## src/rtl/ctl3w_pkg.sv

```systemverilog
package ctl3w_pkg;
   localparam int unsigned CTL_BYTE_W = 8;

   typedef enum logic [1:0] {
      GRP_PLAY  = 2'b00,
      GRP_RSV1  = 2'b01,
      GRP_CONF  = 2'b10,
      GRP_RSV3  = 2'b11
   } grp_e;

   typedef enum logic [1:0] {
      SUB_MAIN  = 2'b00,
      SUB_RSV1  = 2'b01,
      SUB_AUX   = 2'b10,
      SUB_RSV3  = 2'b11
   } sub_e;

   localparam logic [1:0] RATIO_256   = 2'b10;
   localparam logic [1:0] RATIO_BAD   = 2'b11;
   localparam logic [2:0] FMT_I2S     = 3'b000;
   localparam logic [2:0] FMT_LAST_OK = 3'b100;
endpackage

```

## src/rtl/ctl3w_sync.sv

```systemverilog
module ctl3w_sync #(
   parameter int unsigned W      = 3,
   parameter int unsigned STAGES = 2
) (
   input  logic         clk,
   input  logic         rst_n,
   input  logic [W-1:0] d_i,
   output logic [W-1:0] q_o
);
   logic [W-1:0] stg [STAGES];

   for (genvar s = 0; s < STAGES; s++) begin : g_stage
      if (s == 0) begin : g_first
         always_ff @(posedge clk or negedge rst_n)
            if (!rst_n) stg[s] <= '0;
            else        stg[s] <= d_i;
      end else begin : g_rest
         always_ff @(posedge clk or negedge rst_n)
            if (!rst_n) stg[s] <= '0;
            else        stg[s] <= stg[s-1];
      end
   end

   assign q_o = stg[STAGES-1];
endmodule

```

## src/rtl/ctl3w_shift.sv

```systemverilog
module ctl3w_shift #(
   parameter int unsigned BYTE_W = 8
) (
   input  logic              clk,
   input  logic              rst_n,
   input  logic              mode_s,
   input  logic              sclk_s,
   input  logic              sdat_s,
   output logic [BYTE_W-1:0] byte_o,
   output logic              vld_o,
   output logic              is_data_o
);
   localparam int unsigned CNT_W = $clog2(BYTE_W);
   localparam logic [CNT_W-1:0] CNT_LAST = CNT_W'(BYTE_W - 1);

   logic              sclk_q, mode_q;
   logic [CNT_W-1:0]  cnt;
   logic [BYTE_W-1:0] sh;
   logic [BYTE_W-1:0] sh_nxt;

   assign sh_nxt = {sdat_s, sh[BYTE_W-1:1]};

   always_ff @(posedge clk or negedge rst_n) begin
      if (!rst_n) begin
         sclk_q    <= 1'b0;
         mode_q    <= 1'b0;
         cnt       <= '0;
         sh        <= '0;
         byte_o    <= '0;
         vld_o     <= 1'b0;
         is_data_o <= 1'b0;
      end else begin
         sclk_q <= sclk_s;
         mode_q <= mode_s;
         vld_o  <= 1'b0;
         if (mode_s != mode_q) begin
            cnt <= '0;
         end else if (sclk_s && !sclk_q) begin
            sh <= sh_nxt;
            if (cnt == CNT_LAST) begin
               cnt       <= '0;
               byte_o    <= sh_nxt;
               vld_o     <= 1'b1;
               is_data_o <= mode_s;
            end else begin
               cnt <= cnt + 1'b1;
            end
         end
      end
   end
endmodule

```

## src/rtl/ctl3w_decode.sv

```systemverilog
module ctl3w_decode
   import ctl3w_pkg::*;
#(
   parameter int unsigned    ADDR_W   = 6,
   parameter logic [ADDR_W-1:0] DEV_ID = 6'b000101,
   parameter int unsigned    VOL_W    = 6
) (
   input  logic             clk,
   input  logic             rst_n,
   input  logic [7:0]       byte_i,
   input  logic             vld_i,
   input  logic             is_data_i,
   output logic             sel_o,
   output logic [1:0]       clk_ratio_o,
   output logic [2:0]       fmt_o,
   output logic [VOL_W-1:0] vol_o,
   output logic [1:0]       deemph_o,
   output logic             mute_o
);
   grp_e       grp;
   sub_e       sub;
   logic       wr_data;

   assign sub     = sub_e'(byte_i[7:6]);
   assign wr_data = vld_i && is_data_i && sel_o;

   always_ff @(posedge clk or negedge rst_n) begin
      if (!rst_n) begin
         sel_o       <= 1'b0;
         grp         <= GRP_PLAY;
         clk_ratio_o <= RATIO_256;
         fmt_o       <= FMT_I2S;
         vol_o       <= '0;
         deemph_o    <= 2'b00;
         mute_o      <= 1'b0;
      end else begin
         if (vld_i && !is_data_i) begin
            sel_o <= (byte_i[7:8-ADDR_W] == DEV_ID);
            grp   <= grp_e'(byte_i[1:0]);
         end
         if (wr_data && grp == GRP_PLAY) begin
            if (sub == SUB_MAIN) begin
               vol_o <= byte_i[VOL_W-1:0];
            end else if (sub == SUB_AUX) begin
               deemph_o <= byte_i[4:3];
               mute_o   <= byte_i[2];
            end
         end
         if (wr_data && grp == GRP_CONF && sub == SUB_MAIN) begin
            if (byte_i[5:4] != RATIO_BAD)   clk_ratio_o <= byte_i[5:4];
            if (byte_i[3:1] <= FMT_LAST_OK) fmt_o       <= byte_i[3:1];
         end
      end
   end
endmodule

```

## src/rtl/ctl3w_regfile.sv

```systemverilog
module ctl3w_regfile #(
   parameter int unsigned SYNC_STAGES = 2,
   parameter int unsigned BYTE_W      = 8,
   parameter int unsigned ADDR_W      = 6,
   parameter logic [5:0]  DEV_ID      = 6'b000101,
   parameter int unsigned VOL_W       = 6
) (
   input  logic       clk,
   input  logic       rst_n,
   input  logic       ctl_mode_i,
   input  logic       ctl_clk_i,
   input  logic       ctl_dat_i,
   output logic [1:0] clk_ratio_o,
   output logic [2:0] fmt_o,
   output logic [5:0] vol_o,
   output logic [1:0] deemph_o,
   output logic       mute_o
);
   localparam int unsigned N_LINES = 3;

   if (SYNC_STAGES < 2) begin : g_bad_sync
      initial $error("ctl3w_regfile: SYNC_STAGES must be at least 2");
   end
   if (BYTE_W != ctl3w_pkg::CTL_BYTE_W || ADDR_W != 6 || VOL_W != 6) begin : g_bad_fmt
      initial $error("ctl3w_regfile: byte layout requires 8/6/6");
   end

   logic [N_LINES-1:0] lines_s;
   logic [BYTE_W-1:0]  byte_w;
   logic               byte_vld;
   logic               byte_is_data;
   logic               sel;

   ctl3w_sync #(.W(N_LINES), .STAGES(SYNC_STAGES)) u_sync (
      .clk   (clk),
      .rst_n (rst_n),
      .d_i   ({ctl_mode_i, ctl_clk_i, ctl_dat_i}),
      .q_o   (lines_s)
   );

   ctl3w_shift #(.BYTE_W(BYTE_W)) u_shift (
      .clk       (clk),
      .rst_n     (rst_n),
      .mode_s    (lines_s[2]),
      .sclk_s    (lines_s[1]),
      .sdat_s    (lines_s[0]),
      .byte_o    (byte_w),
      .vld_o     (byte_vld),
      .is_data_o (byte_is_data)
   );

   ctl3w_decode #(.ADDR_W(ADDR_W), .DEV_ID(DEV_ID), .VOL_W(VOL_W)) u_dec (
      .clk         (clk),
      .rst_n       (rst_n),
      .byte_i      (byte_w),
      .vld_i       (byte_vld),
      .is_data_i   (byte_is_data),
      .sel_o       (sel),
      .clk_ratio_o (clk_ratio_o),
      .fmt_o       (fmt_o),
      .vol_o       (vol_o),
      .deemph_o    (deemph_o),
      .mute_o      (mute_o)
   );
endmodule

```

## config.mk

```make
export PLATFORM = sky130hd
export DESIGN_NAME = ctl3w_regfile
export DESIGN_NICKNAME = d
export VERILOG_FILES = /design/src/rtl/ctl3w_pkg.sv /design/src/rtl/ctl3w_sync.sv /design/src/rtl/ctl3w_shift.sv /design/src/rtl/ctl3w_decode.sv /design/src/rtl/ctl3w_regfile.sv
export SDC_FILE = /design/constraint.sdc
export NUM_CORES = 1
export LEC_CHECK = 0
export ABC_AREA = 1
export BUFFER_PORTS_ARGS = -buffer_cell sky130_fd_sc_hd__buf_2
export CORE_ASPECT_RATIO = 1.1
export CORE_MARGIN = 10
export CORE_UTILIZATION = 25
export CTS_CLUSTER_SIZE = 8
export DETAILED_ROUTE_END_ITERATION = 7
export SYNTH_ARGS = -nofsm -noshare
export SYNTH_HDL_FRONTEND = slang
export SYNTH_SLANG_ARGS = --single-unit
```

## constraint.sdc

```tcl
create_clock -name clk -period 2.45 [get_ports clk]
set_input_delay 0.1225 -clock clk [delete_from_list [all_inputs] [get_ports clk]]
set_output_delay 0.1225 -clock clk [all_outputs]
set_load 0.02 [all_outputs]
```

==> key figures <==
CTS
  • Clk root buf: clkbuf_8
  • Post-CTS Setup Inserts: 0
  • Clock slew at reported path FFs: ~80 ps
  • Post_cts resized: 0
  • Max Buffers Root-to-Sink: 2
  • CTS H-Tree Depth: 2
  • TritonCTS clock tree: built
  • Clock sinks: 45
  • Hold-fix buffers, CTS: 3
  • Clk_lat worst skew: 290 ps
  • Total clock buffers created by CTS: 5

Worst setup path
  • CP max-delay cell: dfrtp_1
  • Worst Path Max Fanout: 10
  • Crit-path cells: ha_1, ha_1, inv_1, nor2_4, nand2_2, nand2_1, nand2_1
  • Slowest cell delay on critical path: 380 ps
  • Critical path endpoint category: flop
  • WP data required: ~2600 ps
  • Startpoint Class: flop
  • Crit path DAT: roughly 1600 ps
  • CP Buf/Inv Count: 1
  • Crit Path Class: reg -> reg
  • CP delay by family, top: simple AND/OR/NAND/NOR gates

Final layout
  • Most common cell after layout, fill and taps aside: nand2_1
  • Finished Core Util: around 31%
  • Fillers: around 750
  • Share of layout cells above drive strength 1: 23.4%
  • Antenna Cells: 0
  • Final nets: 215
  • Final Non-Filler Cells: 294
  • Final instance area: approximately 2200 um^2
  • Area growth, synth to finish: 18.9%
  • Most frequent cells in the layout: nand2_1 (55), dfrtp_1 (44), nand3_1 (23), buf_2 (18), inv_1 (13)

Drt
  • Antenna viol nets, final: 0
  • DR vias: 1,250
  • Router iterations before antenna repair: 4
  • DRC Markers: 0
  • Routed Wire Length: 3210 um
  • DR WL/cell: about 11 um
  • Number of vias per cell: roughly 4.3
  • DRT iter0 DRCs: 56

STA
  • Final Max Slew Viols: 0
  • Worst hold slack: -5.86 ps
  • Hold Fails Final Rpt: 16
  • Setup Skew: 7.78 ps
  • Post-route minimum period: 1460 ps
  • Post-route setup slack: 990 ps
  • # setup viols final: 0
  • Slew @ Worst Pin: about 1000 ps
  • FMAX: between 600 and 700 MHz
  • RSZ-0062 raised after global routing: false
  • Slew headroom: approximately 34%
  • Final period util: ~60%
  • Fin Setup TNS: 0 ps

Logic synthesis
  • Top cells by area, synth: dfrtp_1 (60%), nand2_1 (11%), nand3_1 (6.3%), o21ai_2 (2.9%), inv_1 (2.7%)
  • Net count after synthesis: about 190
  • Syn avg cell area: 10.1 um^2
  • Netlist cell types: 23
  • Synthesized instance count: around 180
  • Synthesized area: about 1800 um^2
  • Warning count from the yosys run: 0
  • Area share of the largest cell type after synthesis: approximately 60%
  • Cell type with the largest total area after synthesis: dfrtp_1
  • Seq/Total Area, Yosys: 61.5%
  • Seq cells post-synth: 45

Min path
  • Hold Path Class: in -> async

Placement
  • DPL Wire Length: roughly 2300 um
  • Placed instance area: 2020 um^2
  • Number of I/O port buffers: 18
  • GPL Wtd Cong: ~0.74
  • Placed cell count: around 280
  • Pre-CTS WS: slightly above 1000 ps

Pwr
  • Clock power share: a little over two fifths
  • Switch Pwr: between 0.3 and 0.4 mW
  • Combinational share of power: just under 5%
  • Pwr per Cell Area: 708 nW/um^2
  • Maximum VDD drop: about 0.28 mV
  • Flop pwr share: ~53%
  • Switching share of total power: a little over a fifth
  • Final Power: roughly 1.5 mW
  • Pleak: 1.12 nW
  • P_int: around 1.2 mW

Run status
  • Failing checks: hold timing
  • Status: finished, violations left

Global routing
  • Vias in the first global route: 1,212
  • Overflow after GRT: 0
  • First-pass GRT wire length: 5460 um
  • Initial antenna violation count: 0
  • Largest net degree at the start of global routing: 46
  • Total GRT Usage: just over 6%

Floorplan
  • Core ar.: between 7000 and 8000 um^2
  • Io pins: 19
  • Num rows: 32
  • Die area: 11,200 um^2
  • Die Width: a little over 100 um
  • Die height: roughly 110 um
  • Initial Utilization: about a quarter

Job
  • Max Cap Violations: 0
[worst register-to-register path: stages, from the launching register on]
cell and delay, ps:
dfrtp_1 380, ha_1 160, ha_1 160, inv_1 60, nor2_4 240, nand2_2 190
nand2_1 110, nand2_1 50
[cells in the mapped netlist]
library cell / number
nand2_1: 55
dfrtp_1: 44
nand3_1: 23
inv_1: 13
nand2_2: 7
nand4_1: 6
o21ai_2: 6
nor2_1: 5
o21ai_1: 5
o21ai_0: 3
buf_2: 2
ha_1: 2
a21oi_1: 1
buf_6: 1
dfstp_2: 1
inv_2: 1
nand3_2: 1
nand3_4: 1
nor2_2: 1
nor2_4: 1
nor2_8: 1
or2_2: 1
xnor2_2: 1
[layout make-up]
cell class / instances / area (um^2) / share of cell area (%)
sequential: 45 / 1130 / 51.7
clock buffer: 5 / 68.8 / 3.16
timing repair buffer: 22 / 128 / 5.86
tap: 85 / 106 / 4.88
multi-input combinational: 120 / 632 / 29.0
clock inverter: 3 / 65.1 / 2.99
inverter: 14 / 52.6 / 2.41
[power by group through the flow]
stage	logic (mW)	registers, mW	clock network [mW]
2_1_floorplan	0.0481	0.822	0
3_3_place_gp	0.0714	0.830	0
3_5_place_dp	0.0742	0.830	0
4_1_cts	0.0774	0.816	0.672
5_1_grt	0.0894	0.822	0.696
6_report	0.0750	0.817	0.651
[routing by layer]
layer | share of wire, % | vias to the layer above | wire length (um) | GRT usage, %
met2 | 46 | 20 | 1480 | 9.70
li1 | - | 642 | - | -
met1 | 48 | 583 | 1530 | 7.34
met3 | 4.7 | 5 | 152 | 2.01
met4 | 1.4 | 0 | 45 | 2.45
met5 | 0 | - | 0 | 0
[worst paths after layout]
path,from,to,slack (ps),cells past startpoint
worst min-delay path,rst_n,u_sync.q_o[1],-6,1
min in group clk,u_sync.stg[5],u_sync.q_o[2],350,0
worst max-delay path,u_shift.cnt[0],u_shift.byte_o[4],990,7
max in group asynchronous,rst_n,u_dec.fmt_o[0],1850,1
worst max register to register,u_shift.cnt[0],u_shift.byte_o[4],990,7
worst min register to register,u_sync.stg[5],u_sync.q_o[2],350,0
[cell families after synthesis]
logic type                 share of synthesized area (%)
DFF                                                 61.5
and+or+nand+nor                                     26.9
adders and majority gates                           1.36
AOI/OAI and AO/OA                                   5.32
buffers and inverters                               4.03
xor gates and xnor gates                           0.888
[flip-flops by register name, summed over array words and instances, names as in the netlist]
register,flops
u_dec.mute_o,1
u_sync.stg,3
u_shift.byte_o,8
u_dec.deemph_o,2
u_shift.vld_o,1
u_dec.clk_ratio_o,2
u_shift.is_data_o,1
u_dec.fmt_o,3
u_dec.vol_o,6
u_dec.grp,2
u_shift.mode_q,1
u_shift.sclk_q,1
u_shift.sh,7
u_sync.q_o,3
u_shift.cnt,3
u_dec.sel_o,1
Note: power is estimated with default switching activity, not from simulation.
